`config.mk`:
```
export PLATFORM = sky130hd
export DESIGN_NAME = dram_mux_ctrl
export DESIGN_NICKNAME = d
export VERILOG_FILES = /design/src/rtl/dram_mux_pkg.sv /design/src/rtl/dram_refresh_timer.sv /design/src/rtl/dram_seq_fsm.sv /design/src/rtl/dram_pin_mux.sv /design/src/rtl/dram_mux_ctrl.sv
export SDC_FILE = /design/constraint.sdc
export NUM_CORES = 1
export LEC_CHECK = 0
export ABC_CLOCK_PERIOD_IN_PS = 3700
export BUFFER_PORTS_ARGS = -buffer_cell sky130_fd_sc_hd__clkbuf_2
export CELL_PAD_IN_SITES_DETAIL_PLACEMENT = 1
export CELL_PAD_IN_SITES_GLOBAL_PLACEMENT = 2
export CORE_MARGIN = 2
export CORE_UTILIZATION = 33
export CTS_CLUSTER_DIAMETER = 60
export CTS_CLUSTER_SIZE = 20
export DETAILED_ROUTE_END_ITERATION = 8
export GPL_TIMING_DRIVEN = 0
export PLACE_DENSITY = 0.94
export RECOVER_POWER = 100
export SETUP_SLACK_MARGIN = 0.05
export SLEW_MARGIN = 20
export SYNTH_ARGS = -nofsm -noshare
export SYNTH_HDL_FRONTEND = slang
export SYNTH_SLANG_ARGS = --single-unit
```
`constraint.sdc`:
```
create_clock -name clk -period 3.7 [get_ports clk]
set_input_delay 0.37 -clock clk [delete_from_list [all_inputs] [get_ports clk]]
set_output_delay 0.37 -clock clk [all_outputs]
set_load 0.1 [all_outputs]
```
`src/rtl/dram_mux_pkg.sv`:
```
// Shared types and helpers for the multiplexed-address DRAM controller.
// Assumes all timing inputs are positive nanosecond values.
package dram_mux_pkg;

    typedef enum logic [2:0] {
        ST_IDLE,
        ST_ROW,
        ST_COL,
        ST_GAP,
        ST_PRE,
        ST_REF
    } seq_state_t;

    // Convert a time in ns to a whole number of clock cycles, rounding up.
    function automatic int ns_to_cyc(input int t_ns, input int clk_ns);
        return (t_ns + clk_ns - 1) / clk_ns;
    endfunction

endpackage

```
`src/rtl/dram_refresh_timer.sv`:
```
// Refresh interval timer and refresh row counter.
// Raises a pending flag once per interval. The flag clears when the sequencer
// starts a refresh, and the row counter advances at that moment.
// Assumes INT_CYC >= 2.
module dram_refresh_timer #(
    parameter int INT_CYC = 1950,
    parameter int ROW_W   = 10
) (
    input  logic             clk,
    input  logic             rst_n,
    input  logic             ref_start,
    output logic             ref_pend,
    output logic [ROW_W-1:0] ref_row
);
    localparam int CNT_W = $clog2(INT_CYC + 1);

    logic [CNT_W-1:0] tick_cnt;
    logic             wrap;

    assign wrap = (tick_cnt == CNT_W'(INT_CYC - 1));

    // Interval counter, pending flag and row walker.
    always_ff @(posedge clk) begin
        if (!rst_n) begin
            tick_cnt <= '0;
            ref_pend <= 1'b0;
            ref_row  <= '0;
        end else begin
            tick_cnt <= wrap ? '0 : tick_cnt + 1'b1;
            if (ref_start)
                ref_pend <= 1'b0;
            else if (wrap)
                ref_pend <= 1'b1;
            if (ref_start)
                ref_row <= ref_row + 1'b1;
        end
    end
endmodule

```
`src/rtl/dram_seq_fsm.sv`:
```
// Access sequencer: idle, row open, column pulse, column gap, precharge and
// refresh. Latches the host access, decides page hits and captures read data.
// Assumes the host holds its request until ready, then changes it in the
// following cycle.
module dram_seq_fsm
    import dram_mux_pkg::*;
#(
    parameter int ROW_W   = 10,
    parameter int COL_W   = 10,
    parameter int DATA_W  = 16,
    parameter int LANES   = 2,
    parameter int RCD_CYC = 4,
    parameter int CASP_CYC = 3,
    parameter int REF_CYC = 7,
    parameter int PRE_CYC = 6
) (
    input  logic                   clk,
    input  logic                   rst_n,
    input  logic                   req,
    input  logic                   we,
    input  logic [ROW_W+COL_W-1:0] addr,
    input  logic [LANES-1:0]       be,
    input  logic [DATA_W-1:0]      wdata,
    input  logic [DATA_W-1:0]      dq_in,
    input  logic                   ref_pend,
    input  logic [ROW_W-1:0]       ref_row,
    output seq_state_t             state,
    output logic [ROW_W-1:0]       row_q,
    output logic [COL_W-1:0]       col_q,
    output logic                   we_q,
    output logic [LANES-1:0]       be_q,
    output logic [DATA_W-1:0]      wdata_q,
    output logic                   hit,
    output logic                   ready,
    output logic [DATA_W-1:0]      rdata,
    output logic                   ref_start
);
    localparam int M1    = (RCD_CYC > CASP_CYC) ? RCD_CYC : CASP_CYC;
    localparam int M2    = (REF_CYC > PRE_CYC) ? REF_CYC : PRE_CYC;
    localparam int MAXC  = (M1 > M2) ? M1 : M2;
    localparam int CNT_W = $clog2(MAXC + 1);

    logic [CNT_W-1:0] cnt;
    logic             cnt_zero;

    assign cnt_zero  = (cnt == '0);
    assign ref_start = (state == ST_IDLE) && ref_pend;
    assign ready     = (state == ST_COL) && cnt_zero;
    assign hit       = (state == ST_GAP) && req && !ref_pend &&
                       (addr[ROW_W+COL_W-1:COL_W] == row_q);

    // State transitions, phase counter and access latches.
    always_ff @(posedge clk) begin
        if (!rst_n) begin
            state   <= ST_IDLE;
            cnt     <= '0;
            row_q   <= '0;
            col_q   <= '0;
            we_q    <= 1'b0;
            be_q    <= '0;
            wdata_q <= '0;
            rdata   <= '0;
        end else begin
            unique case (state)
                ST_IDLE: begin
                    if (ref_pend) begin
                        row_q <= ref_row;
                        cnt   <= CNT_W'(REF_CYC - 1);
                        state <= ST_REF;
                    end else if (req) begin
                        row_q   <= addr[ROW_W+COL_W-1:COL_W];
                        col_q   <= addr[COL_W-1:0];
                        we_q    <= we;
                        be_q    <= be;
                        wdata_q <= wdata;
                        cnt     <= CNT_W'(RCD_CYC - 1);
                        state   <= ST_ROW;
                    end
                end
                ST_ROW: begin
                    if (cnt_zero) begin
                        cnt   <= CNT_W'(CASP_CYC - 1);
                        state <= ST_COL;
                    end else begin
                        cnt <= cnt - 1'b1;
                    end
                end
                ST_COL: begin
                    if (cnt_zero) begin
                        if (!we_q)
                            rdata <= dq_in;
                        state <= ST_GAP;
                    end else begin
                        cnt <= cnt - 1'b1;
                    end
                end
                ST_GAP: begin
                    if (hit) begin
                        col_q   <= addr[COL_W-1:0];
                        we_q    <= we;
                        be_q    <= be;
                        wdata_q <= wdata;
                        cnt     <= CNT_W'(CASP_CYC - 1);
                        state   <= ST_COL;
                    end else begin
                        cnt   <= CNT_W'(PRE_CYC - 1);
                        state <= ST_PRE;
                    end
                end
                ST_PRE: begin
                    if (cnt_zero)
                        state <= ST_IDLE;
                    else
                        cnt <= cnt - 1'b1;
                end
                ST_REF: begin
                    if (cnt_zero) begin
                        cnt   <= CNT_W'(PRE_CYC - 1);
                        state <= ST_PRE;
                    end else begin
                        cnt <= cnt - 1'b1;
                    end
                end
                default: state <= ST_IDLE;
            endcase
        end
    end
endmodule

```
`src/rtl/dram_pin_mux.sv`:
```
// Decodes the memory pins from the sequencer state: address multiplexing,
// row strobe, per-lane column strobes, write strobe and data drive enable.
// Assumes the state register and access latches change only on the clock.
module dram_pin_mux
    import dram_mux_pkg::*;
#(
    parameter int ROW_W  = 10,
    parameter int COL_W  = 10,
    parameter int PIN_W  = 10,
    parameter int DATA_W = 16,
    parameter int LANES  = 2
) (
    input  seq_state_t        state,
    input  logic [ROW_W-1:0]  row_q,
    input  logic [COL_W-1:0]  col_q,
    input  logic [COL_W-1:0]  host_col,
    input  logic              hit,
    input  logic              we_q,
    input  logic [LANES-1:0]  be_q,
    input  logic [DATA_W-1:0] wdata_q,
    output logic [PIN_W-1:0]  pin_addr,
    output logic              ras_n,
    output logic [LANES-1:0]  cas_n,
    output logic              we_n,
    output logic [DATA_W-1:0] dq_out,
    output logic              dq_oe
);
    logic in_col;

    assign in_col = (state == ST_COL);
    assign ras_n  = !((state == ST_ROW) || in_col || (state == ST_GAP) ||
                      (state == ST_REF));
    assign we_n   = !(in_col && we_q);
    assign dq_oe  = in_col && we_q;
    assign dq_out = wdata_q;

    // One column strobe per byte lane.
    for (genvar l = 0; l < LANES; l++) begin : g_lane
        assign cas_n[l] = !(in_col && be_q[l]);
    end

    // Row half in row/refresh phases, column half around the column pulse.
    always_comb begin
        unique case (state)
            ST_COL:  pin_addr = PIN_W'(col_q);
            ST_GAP:  pin_addr = hit ? PIN_W'(host_col) : PIN_W'(col_q);
            default: pin_addr = PIN_W'(row_q);
        endcase
    end
endmodule

```
`src/rtl/dram_mux_ctrl.sv`:
```
// Multiplexed-address DRAM controller top. Converts the nanosecond timing
// parameters into cycle counts and connects the refresh timer, the access
// sequencer and the pin decoder.
// Assumes DATA_W is a multiple of 8 and that the random cycle time exceeds
// the row access time, which exceeds the page cycle time.
module dram_mux_ctrl
    import dram_mux_pkg::*;
#(
    parameter int ROW_W     = 10,
    parameter int COL_W     = 10,
    parameter int DATA_W    = 16,
    parameter int CLK_NS    = 8,
    parameter int T_RC_NS   = 104,
    parameter int T_RAC_NS  = 50,
    parameter int T_PC_NS   = 25,
    parameter int T_REFI_NS = 15600
) (
    input  logic                   clk,
    input  logic                   rst_n,
    input  logic                   host_req,
    input  logic                   host_we,
    input  logic [ROW_W+COL_W-1:0] host_addr,
    input  logic [DATA_W/8-1:0]    host_be,
    input  logic [DATA_W-1:0]      host_wdata,
    output logic                   host_ready,
    output logic [DATA_W-1:0]      host_rdata,
    output logic [((ROW_W > COL_W) ? ROW_W : COL_W)-1:0] mem_addr,
    output logic                   mem_ras_n,
    output logic [DATA_W/8-1:0]    mem_cas_n,
    output logic                   mem_we_n,
    output logic [DATA_W-1:0]      mem_dq_out,
    output logic                   mem_dq_oe,
    input  logic [DATA_W-1:0]      mem_dq_in
);
    localparam int LANES    = DATA_W / 8;
    localparam int PIN_W    = (ROW_W > COL_W) ? ROW_W : COL_W;
    localparam int RAC_CYC  = ns_to_cyc(T_RAC_NS, CLK_NS);
    localparam int PC_CYC   = ns_to_cyc(T_PC_NS, CLK_NS);
    localparam int RC_CYC   = ns_to_cyc(T_RC_NS, CLK_NS);
    localparam int CASP_CYC = PC_CYC - 1;
    localparam int RCD_CYC  = RAC_CYC - CASP_CYC;
    localparam int PRE_CYC  = RC_CYC - RAC_CYC;
    localparam int REFI_CYC = T_REFI_NS / CLK_NS;

    seq_state_t        state;
    logic [ROW_W-1:0]  row_q;
    logic [COL_W-1:0]  col_q;
    logic              we_q;
    logic [LANES-1:0]  be_q;
    logic [DATA_W-1:0] wdata_q;
    logic              hit;
    logic              ref_pend;
    logic              ref_start;
    logic [ROW_W-1:0]  ref_row;

    dram_refresh_timer #(
        .INT_CYC (REFI_CYC),
        .ROW_W   (ROW_W)
    ) i_timer (
        .clk       (clk),
        .rst_n     (rst_n),
        .ref_start (ref_start),
        .ref_pend  (ref_pend),
        .ref_row   (ref_row)
    );

    dram_seq_fsm #(
        .ROW_W    (ROW_W),
        .COL_W    (COL_W),
        .DATA_W   (DATA_W),
        .LANES    (LANES),
        .RCD_CYC  (RCD_CYC),
        .CASP_CYC (CASP_CYC),
        .REF_CYC  (RAC_CYC),
        .PRE_CYC  (PRE_CYC)
    ) i_seq (
        .clk       (clk),
        .rst_n     (rst_n),
        .req       (host_req),
        .we        (host_we),
        .addr      (host_addr),
        .be        (host_be),
        .wdata     (host_wdata),
        .dq_in     (mem_dq_in),
        .ref_pend  (ref_pend),
        .ref_row   (ref_row),
        .state     (state),
        .row_q     (row_q),
        .col_q     (col_q),
        .we_q      (we_q),
        .be_q      (be_q),
        .wdata_q   (wdata_q),
        .hit       (hit),
        .ready     (host_ready),
        .rdata     (host_rdata),
        .ref_start (ref_start)
    );

    dram_pin_mux #(
        .ROW_W  (ROW_W),
        .COL_W  (COL_W),
        .PIN_W  (PIN_W),
        .DATA_W (DATA_W),
        .LANES  (LANES)
    ) i_pins (
        .state    (state),
        .row_q    (row_q),
        .col_q    (col_q),
        .host_col (host_addr[COL_W-1:0]),
        .hit      (hit),
        .we_q     (we_q),
        .be_q     (be_q),
        .wdata_q  (wdata_q),
        .pin_addr (mem_addr),
        .ras_n    (mem_ras_n),
        .cas_n    (mem_cas_n),
        .we_n     (mem_we_n),
        .dq_out   (mem_dq_out),
        .dq_oe    (mem_dq_oe)
    );
endmodule

```
==> impl_metrics.csv, run 1 <==
group,metric,value,unit
timing,fin_crit,3340,ps
floorplanning,initial_core_util,34.1,%
synthesis,ys_ff_latch,83,
synthesis,synthTopCellsByArea,"dfxtp_1 (40%), nand2_1 (12%), mux2i_1 (9.7%)",
synthesis,synthSimpleGateAreaFrac,27.4,%
routing,antenna_left,0,
cells_and_area,drive_above_1_share,14.9,%
timing,fin_skew,7.47,ps
cells_and_area,synthToLayoutAreaGrowth,23.7,%
placement,gp_congestion,0.847,
floorplanning,die_x,116,um
worst_setup_path,start_kind,"register",
routing,first_pass_iters,4,
run_status,run_status,"finished, final reports clean",
floorplanning,fp-row-count,40,
timing,tns,0,ps
cells_and_area,postLayoutCoreUtil,42.2,%
cells_and_area,fin_nets,675,
synthesis,synth.distinct_cells,50,
power_and_ir_drop,total_power,2.83,mW
clock_tree,cts-root-buf,"clkbuf_16",
worst_hold_path,hold_class,"input pin to register",
routing,first_iter_violations,143,
worst_hold_path,hold_path_startpoint,"host_wdata[0]",
run,maxCapViolCount,0,
synthesis,synth_edf_count,0,
power_and_ir_drop,leakage,2.14,nW
clock_tree,cts_sinks,83,
clock_tree,hold_buffers,0,
synthesis,synth-xor-area-share,5.51,%
synthesis,async_flop_share,0,%
clock_tree,post_cts_buffers,0,
worst_setup_path,cp-end-kind,"primary output",
routing,wl,12000,um
clock_tree,clk_pin_slew,60,ps
floorplanning,coreArea,12100,um2
timing,rsz0062_at_grt,"no",
synthesis,synth_commonest_cells,"nand2_1 (128), dfxtp_1 (83), mux2i_1 (40), nand3_1 (35), clkbuf_1 (24)",
clock_tree,cts_tree,"yes",
worst_setup_path,r2r_cells,8,
clock_tree,cts_made_buffers,9,
worst_hold_path,hold_depth,3,
floorplanning,fp.dieH,116,um
cells_and_area,n_fill_cell,1529,
global_route,grt-ovfl-total,0,
timing,setup_viol,0,
synthesis,synth_top_family_by_area,"simple AND/OR/NAND/NOR gates",
routing,vias,3847,
timing,finalHoldViolations,0,
synthesis,syn_nets,560,
global_route,track_usage,18.6,%
placement,portBuffers,104,
timing,drv_slew,0,
synthesis,synth_cells,497,
placement,dp_cells,769,
worst_setup_path,r2r-end,"i_seq.wdata_q[11]",
synthesis,yosys_warnings,0,
synthesis,netlist_area,4140,um2
synthesis,ys_seq_area_share,40.2,%
synthesis,synthMuxAreaShare,9.95,%
global_route,grt_pass1_wl,19400,um
worst_hold_path,min_to,"i_seq.wdata_q[0]",
routing,drc,0,
routing,wire_per_inst,15.3,um
worst_setup_path,crit_type,"register to primary output",
floorplanning,num_io_pins,106,
global_route,grt_start_max_net_pins,14,
worst_setup_path,required,3330,ps
synthesis,synth_compound_area_share,11.2,%
synthesis,synth_most_common_cell,"nand2_1",
worst_setup_path,critPathMaxFanout,10,
timing,tightestPinTransition,1360,ps
timing,finalCritPeriodShare,90.3,%
global_route,grt_pass1_vias,3970,
clock_tree,clock_path_buffers,2,
power_and_ir_drop,ir_worst_vdd,0.307,mV
clock_tree,cts.repair.resized,0,
worst_setup_path,critPathArrivalTime,2970,ps
synthesis,synthFlopType,"dfxtp_1",
timing,fmax,299,MHz
cells_and_area,diodes,0,
synthesis,netlist.area_leader.share,40.2,%
cells_and_area,final_cells,785,
clock_tree,worstSkewPairLatency,350,ps
floorplanning,die-area,13400,um2
routing,via_per_inst,4.90,
power_and_ir_drop,p_per_area,554,nW/um2
synthesis,yosysTopAreaCell,"dfxtp_1",
placement,hpwl,9030,um
synthesis,synth.avg_cell_area,8.32,um2
placement,place_ws,858,ps
worst_setup_path,r2r_start,"i_timer.ref_pend",
global_route,antenna_found_initial,0,
worst_setup_path,ff2ff_setup_slack,570,ps
clock_tree,cts_max_level,3,
synthesis,yosys.area_share.adder,1.51,%
timing,slew_headroom,7.86,%
timing,setup_ws,360,ps
power breakdown:
group          switching (mW)  total [mW]  internal, mW
Sequential             0.0462        1.01         0.960
Combinational           0.598       0.790         0.193
Clock                   0.363        1.04         0.675
Total                    1.01        2.83          1.83
sequential cells by signal (all words and copies together) (netlist names):
register,flops
i_seq.rdata,16
i_seq.wdata_q,16
i_timer.tick_cnt,11
i_seq.col_q,10
i_seq.row_q,10
i_timer.ref_row,10
i_seq.cnt,3
i_seq.state,3
i_seq.be_q,2
i_seq.we_q,1
i_timer.ref_pend,1
metrics by stage:
| step | hold slack (ps) | instance area (um2) |
|---|---|---|
| 6_report | 242 | 5110 |
| 5_1_grt | 252 | 5110 |
| 4_1_cts | 231 | 5210 |
| 3_5_place_dp | 456 | 4870 |
| 3_3_place_gp | 445 | 4870 |
| 2_1_floorplan | 438 | 4140 |
cell usage in the layout, fill, tap and decap left out, types with 3 or more instances in the layout:
cell	instances
clkbuf_1	68
and2_1	3
and3_1	3
xnor2_1	21
ha_1	5
nand3_1	35
clkbuf_2	68
nor2b_1	6
o21ai_0	13
o211a_1	11
nand2b_1	4
xor2_1	5
dfxtp_1	83
a22oi_1	4
bufinv_16	3
mux2i_1	40
nor3_1	3
or3_1	4
nand3b_1	10
inv_1	6
nor2_1	20
a21oi_1	8
nand4_1	3
a21boi_0	18
nand2_1	128
clkbuf_16	9
and2_0	6
cell families (layout without fill, tap and decap cells):
logic type	count (synthesis)	count (layout)
and+or+nand+nor	237	237
DFF	83	83
AOI/OAI and AO/OA	65	65
muxes	41	41
buffers and inverters	40	160
xor gates and xnor gates	26	26
adders and majority gates	5	5
worst max-delay path by stage:
stage	from	endpoint	slack [ps]	cells past startpoint
2_1_floorplan	i_seq.state[1]	mem_dq_oe	400	5
3_5_place_dp	host_addr[16]	mem_addr[1]	860	8
4_1_cts	i_seq.state[0]	mem_addr[1]	470	8
6_report	i_seq.state[1]	mem_ras_n	360	6
5_1_grt	i_seq.state[1]	mem_ras_n	250	6
3_3_place_gp	i_seq.state[1]	mem_addr[1]	890	7
routing by layer:
metal	up-vias	track usage [%]	share of wire (%)
met5	-	0	0
met4	0	6.98	1.7
li1	1907	-	-
met2	98	32.2	48
met3	14	3.92	4.9
met1	1828	22.7	45
area by class of cell:
type | count | area [um2] | area share, %
multi-input combinational | 374 | 2260 | 44.3
sequential | 83 | 1660 | 32.5
timing repair buffer | 104 | 474 | 9.27
clock buffer | 11 | 243 | 4.75
tap | 168 | 210 | 4.11
buffer | 34 | 139 | 2.72
clock inverter | 5 | 100 | 1.96
inverter | 6 | 22.5 | 0.440
critical path, stage by stage, from the launching register on:
cell      delay, ps
dfxtp_1         300
clkbuf_1        280
clkbuf_1        390
clkbuf_1        440
nor2_1          120
nor2_1          180
clkbuf_1        890
(Power assumes the default switching activity.)
==> run 2, diff against run 1 <==
--- a/config.mk
+++ b/config.mk
@@ -9,6 +9,7 @@
 export BUFFER_PORTS_ARGS = -buffer_cell sky130_fd_sc_hd__clkbuf_2
 export CELL_PAD_IN_SITES_DETAIL_PLACEMENT = 1
 export CELL_PAD_IN_SITES_GLOBAL_PLACEMENT = 2
+export CORE_ASPECT_RATIO = 0.9
 export CORE_MARGIN = 2
 export CORE_UTILIZATION = 33
 export CTS_CLUSTER_DIAMETER = 60
==> run 2 against run 1 <==
  * Cell area is 1.0% lower
  * Clock skew rose by 4.4 ps
  * Global-route usage up 0.31 points
  * Maximum frequency up 3.4%
  * Via count increased by 1.4%
  * Critical path depth unchanged
  * Critical endpoint unchanged
  * Largest cell class unchanged
==> impl_metrics.csv, run 2 (synthesized netlist as in run 1, its figures left out) <==
group,metric,value,unit
timing,setup_viol,0,
cells_and_area,fin_nets,675,
worst_setup_path,crit_chain,"clkbuf_1 -> clkbuf_1 -> clkbuf_1 -> nor2_1 -> nor2_1 -> clkbuf_1",
worst_setup_path,path_buf_inv,4,
floorplanning,die-area,13400,um2
worst_hold_path,hold_class,"input pin to register",
floorplanning,coreArea,12100,um2
worst_setup_path,path_common_cell,"clkbuf_1",
run_status,run_status,"finished, final reports clean",
timing,tns,0,ps
worst_setup_path,critPathArrivalTime,2860,ps
worst_setup_path,slowest_stage,"clkbuf_1",
run,maxCapViolCount,0,
power_and_ir_drop,ir_worst_vdd,0.209,mV
floorplanning,die_x,122,um
power_and_ir_drop,p_sw_share,37.1,%
global_route,grt-ovfl-total,0,
worst_setup_path,cp-end-kind,"primary output",
global_route,grt_start_max_net_pins,14,
routing,vias,3899,
clock_tree,cts_made_buffers,9,
clock_tree,cts_sinks,83,
power_and_ir_drop,p_clk_share,33.3,%
clock_tree,cts_max_level,3,
power_and_ir_drop,p_int,1.69,mW
power_and_ir_drop,p_per_area,532,nW/um2
placement,place_ws,893,ps
routing,first_iter_violations,198,
timing,fmax,310,MHz
placement,portBuffers,104,
worst_setup_path,crit_family,"buffers and inverters",
clock_tree,cts-root-buf,"clkbuf_16",
routing,antenna_left,0,
power_and_ir_drop,leakage,2.10,nW
cells_and_area,final_cells,777,
global_route,grt_pass1_wl,19900,um
placement,dp_cells,761,
cells_and_area,synthToLayoutAreaGrowth,22.5,%
worst_setup_path,cpPeakStageDelay,880,ps
timing,finalHoldViolations,0,
cells_and_area,diodes,0,
floorplanning,num_io_pins,106,
power_and_ir_drop,total_power,2.70,mW
global_route,track_usage,18.9,%
routing,drc,0,
floorplanning,fp.dieH,110,um
placement,hpwl,9340,um
global_route,grt_pass1_vias,4110,
power_and_ir_drop,p_seq_share,37.3,%
floorplanning,fp-row-count,38,
clock_tree,worstSkewPairLatency,340,ps
routing,wl,12200,um
clock_tree,clk_pin_slew,70,ps
global_route,antenna_found_initial,0,
timing,drv_slew,0,
routing,wire_per_inst,15.8,um
timing,setup_ws,471,ps
timing,slew_headroom,6.75,%
clock_tree,cts.repair.resized,0,
worst_setup_path,required,3330,ps
worst_setup_path,crit_type,"register to primary output",
worst_setup_path,critPathMaxFanout,10,
clock_tree,hold_buffers,0,
clock_tree,clock_path_buffers,2,
worst_setup_path,start_kind,"register",
clock_tree,cts_tree,"yes",
timing,tightestPinTransition,1380,ps
floorplanning,initial_core_util,34.1,%
clock_tree,post_cts_buffers,0,
routing,via_per_inst,5.02,
cells_and_area,drive_above_1_share,14.6,%
routing,first_pass_iters,4,
timing,fin_crit,3230,ps
power_and_ir_drop,comb_power_share,29.4,%
timing,fin_skew,11.9,ps
power_and_ir_drop,p_switching,1.00,mW
cells_and_area,layout_commonest_cell,"nand2_1",
cells_and_area,top_regs,"i_seq.rdata: 16 flops, i_seq.wdata_q: 16 flops, i_timer.tick_cnt: 11 flops",
placement,gp_congestion,0.872,
timing,finalCritPeriodShare,87.3,%
cells_and_area,layout_common_cells,"nand2_1 (128), dfxtp_1 (83), clkbuf_1 (70), clkbuf_2 (66), mux2i_1 (40)",
timing,rsz0062_at_grt,"no",
[run 2: cell count changes in the layout (fill, tap and decap cells not counted), sizes merged]
cell,change
bufinv,-2
buf,+1
clkinv,-1
clkinvlp,+2
[run 2: final cells by class]
class                      instances  area [um2]
fill                            1522        7060
multi-input combinational        374        2260
sequential                        83        1660
timing repair buffer             104         473
clock buffer                      12         246
tap                              160         200
buffer                            34         145
clock inverter                     4        50.0
inverter                           6        22.5
[run 2: path summary, 6_finish.rpt]
path | start | end | slack [ps] | cells after the start
worst min register to register | i_seq.wdata_q[14] | i_seq.wdata_q[14] | 460 | 2
worst max-delay path | i_seq.state[1] | mem_ras_n | 470 | 6
worst max register to register | i_timer.ref_pend | i_seq.wdata_q[11] | 500 | 8
worst min-delay path | host_wdata[3] | i_seq.wdata_q[3] | 250 | 3
[run 2: per-layer routing]
layer,up-vias,global-route usage (%),wire (um)
li1,1928,-,-
met1,1890,22.7,5440
met2,67,34.1,6200
met3,14,3.76,453
met4,0,6.24,148
met5,-,0,0
[run 2: metrics by stage]
| stage | util [%] | cell area, um2 | hold slack, ps |
|---|---|---|---|
| after floorplan | - | 4140 | 438 |
| after global placement | 40.1 | 4860 | 443 |
| after detailed placement | 40.1 | 4860 | 457 |
| after CTS | 42.5 | 5150 | 244 |
| after global routing | 41.8 | 5060 | 267 |
| final | 41.8 | 5060 | 254 |
[run 2: power by group through the flow]
stage	clock [mW]	combinational, mW	sequential (mW)
floorplan	0	0.473	1.18
global placement	0	0.785	1.02
detailed placement	0	0.807	1.02
CTS	0.918	0.811	1.01
global route	0.955	0.847	1.01
finish	0.898	0.792	1.01
[run 2: worst min-delay path, cell delays in order]
cell      delay (ps)
clkbuf_2          80
nand2_1           40
mux2i_1           50
==> run 3, diff against run 2 <==
--- a/config.mk
+++ b/config.mk
@@ -18,6 +18,7 @@
 export GPL_TIMING_DRIVEN = 0
 export PLACE_DENSITY = 0.94
 export RECOVER_POWER = 100
+export REMOVE_ABC_BUFFERS = 1
 export SETUP_SLACK_MARGIN = 0.05
 export SLEW_MARGIN = 20
 export SYNTH_ARGS = -nofsm -noshare
==> run 3 against run 2 <==
  * The run now ends with max-capacitance violations, max-slew violations left
  * Global-route usage down 1.5 points
  * Via count down 4.4%
  * Largest power group unchanged
  * Wire length down 8.7%
  * Clock power up 5.0%
  * Final cell count down 3.5%
  * Setup slack worse by 130 ps
  * Largest cell class unchanged
==> impl_metrics.csv, run 3 (synthesized netlist as in run 1, its figures left out) <==
group,metric,value,unit
run_status,run_status,"complete, but fails checks",
run_status,violations,"max-capacitance violations, max-slew violations",
worst_setup_path,cpPeakStageDelay,900,ps
clock_tree,worstSkewPairLatency,350,ps
routing,drc,0,
floorplanning,num_io_pins,106,
cells_and_area,diodes,0,
run,maxCapViolCount,1,
timing,drv_slew,17,
routing,first_pass_iters,4,
cells_and_area,layout_common_cells,"nand2_1 (128), dfxtp_1 (83), clkbuf_2 (68), mux2i_1 (40), clkbuf_1 (38)",
clock_tree,clock_path_buffers,2,
floorplanning,coreArea,12100,um2
worst_setup_path,critical_path_depth,5,
clock_tree,clk_pin_slew,60,ps
timing,finalCritPeriodShare,90.8,%
cells_and_area,drive_above_1_share,16.3,%
power_and_ir_drop,leakage,2.11,nW
timing,fmax,298,MHz
clock_tree,cts_max_level,3,
placement,hpwl,8040,um
worst_setup_path,start_kind,"register",
global_route,antenna_found_initial,0,
clock_tree,cts_sinks,83,
global_route,grt_pass1_vias,3871,
worst_setup_path,r2r-end,"i_seq.col_q[7]",
worst_setup_path,ff2ff_setup_slack,480,ps
routing,first_iter_violations,160,
floorplanning,initial_core_util,34.1,%
clock_tree,cts_made_buffers,9,
global_route,grt_pass1_wl,18500,um
placement,dp_cells,734,
power_and_ir_drop,total_power,2.72,mW
global_route,track_usage,17.4,%
worst_setup_path,path_common_cell,"nand3_1",
timing,finalHoldViolations,0,
worst_setup_path,required,3330,ps
placement,portBuffers,105,
timing,fin_crit,3360,ps
power_and_ir_drop,ir_worst_vdd,0.294,mV
cells_and_area,synthToLayoutAreaGrowth,21.1,%
worst_setup_path,crit_family,"simple AND/OR/NAND/NOR gates",
worst_setup_path,r2r_cells,6,
timing,setup_ws,339,ps
clock_tree,hold_buffers,0,
timing,setup_viol,0,
worst_setup_path,crit_type,"register to primary output",
routing,wire_per_inst,14.9,um
floorplanning,die-area,13400,um2
placement,place_ws,625,ps
cells_and_area,top_regs,"i_seq.rdata: 16 flops, i_seq.wdata_q: 16 flops, i_timer.tick_cnt: 11 flops",
global_route,grt-ovfl-total,0,
worst_setup_path,cp-end-kind,"primary output",
clock_tree,cts_tree,"yes",
worst_setup_path,worstSetupEndpoint,"mem_addr[8]",
routing,via_per_inst,4.97,
cells_and_area,layout_commonest_cell,"nand2_1",
worst_setup_path,critPathMaxFanout,25,
floorplanning,fp.dieH,110,um
worst_setup_path,slowest_stage,"nor2b_1",
worst_setup_path,r2r_start,"i_timer.ref_pend",
floorplanning,die_x,122,um
global_route,grt_start_max_net_pins,72,
worst_setup_path,crit_chain,"nor2b_1 -> buf_8 -> nand3_1 -> nand3_1 -> clkbuf_2",
worst_setup_path,crit_start,"i_seq.state[1]",
routing,wl,11200,um
routing,antenna_left,0,
timing,tightestPinTransition,1880,ps
clock_tree,post_cts_buffers,0,
worst_setup_path,path_buf_inv,2,
worst_hold_path,hold_class,"input pin to register",
power_and_ir_drop,p_per_area,543,nW/um2
placement,gp_congestion,0.801,
timing,slew_headroom,-26.4,%
timing,rsz0062_at_grt,"no",
clock_tree,cts-root-buf,"clkbuf_16",
cells_and_area,final_cells,750,
routing,vias,3728,
floorplanning,fp-row-count,38,
cells_and_area,fin_nets,648,
worst_setup_path,critPathArrivalTime,2990,ps
worst_hold_path,hold_depth,3,
timing,fin_skew,5.99,ps
cells_and_area,n_fill_cell,1505,
run 3: cell types whose count changed in the layout (fill, tap and decap cells not counted), sizes merged:
cell / before / now
clkinv: 1 / 2
clkinvlp: 2 / 1
clkbuf: 146 / 119
run 3: repair_timing:
action,in CTS,in global routing
resized for setup,0,5
setup endpoints to repair,0,5
hold endpoints to repair,0,0
run 3: final cells by class:
class | count | area [um2] | share of cell area, %
inverter | 6 | 22.5 | 0.450
clock buffer | 12 | 267 | 5.32
multi-input combinational | 374 | 2270 | 45.3
sequential | 83 | 1660 | 33.2
clock inverter | 4 | 47.5 | 0.949
timing repair buffer | 111 | 543 | 10.8
tap | 160 | 200 | 4.00
run 3: stage by stage:
step / TNS (ps) / hold WS, ps / util [%] / instance area (um2)
4_1_cts: 0 / 233 / 42.6 / 5170
6_report: 0 / 242 / 41.3 / 5010
3_3_place_gp: -46090 / 444 / 38.8 / 4710
5_1_grt: 0 / 253 / 41.3 / 5010
3_5_place_dp: 0 / 459 / 40.0 / 4850
2_1_floorplan: 0 / 438 / - / 3980
run 3: worst reg2reg max path: cells and delay by family, from the launching register on:
family	cells	cell delay [ps]
and+or+nand+nor	3	1420
DFF	1	570
buffers and inverters	1	510
AOI/OAI and AO/OA	1	300
muxes	1	250
run 3: worst min-delay path by stage:
stage | slack [ps] | to | start
2_1_floorplan | 440 | i_seq.col_q[0] | i_seq.col_q[0]
3_3_place_gp | 440 | i_seq.be_q[1] | i_seq.be_q[1]
3_5_place_dp | 460 | i_seq.col_q[1] | i_seq.col_q[1]
4_1_cts | 230 | i_seq.wdata_q[6] | host_wdata[6]
5_1_grt | 250 | i_seq.wdata_q[6] | host_wdata[6]
6_report | 240 | i_seq.wdata_q[11] | host_wdata[11]
run 3: where the power goes:
part	total, mW	internal, mW	leakage (nW)	switching (mW)
Combinational	0.760	0.190	1.28	0.569
Clock	0.943	0.576	0.155	0.367
Sequential	1.02	0.960	0.678	0.0599
run 3: metal layers:
metal	up-vias	wire length (um)	global-route usage, %
li1	1854	-	-
met1	1805	4990	20.6
met2	55	5500	30.3
met3	14	500	4.94
met4	0	196	5.91
met5	-	0	0
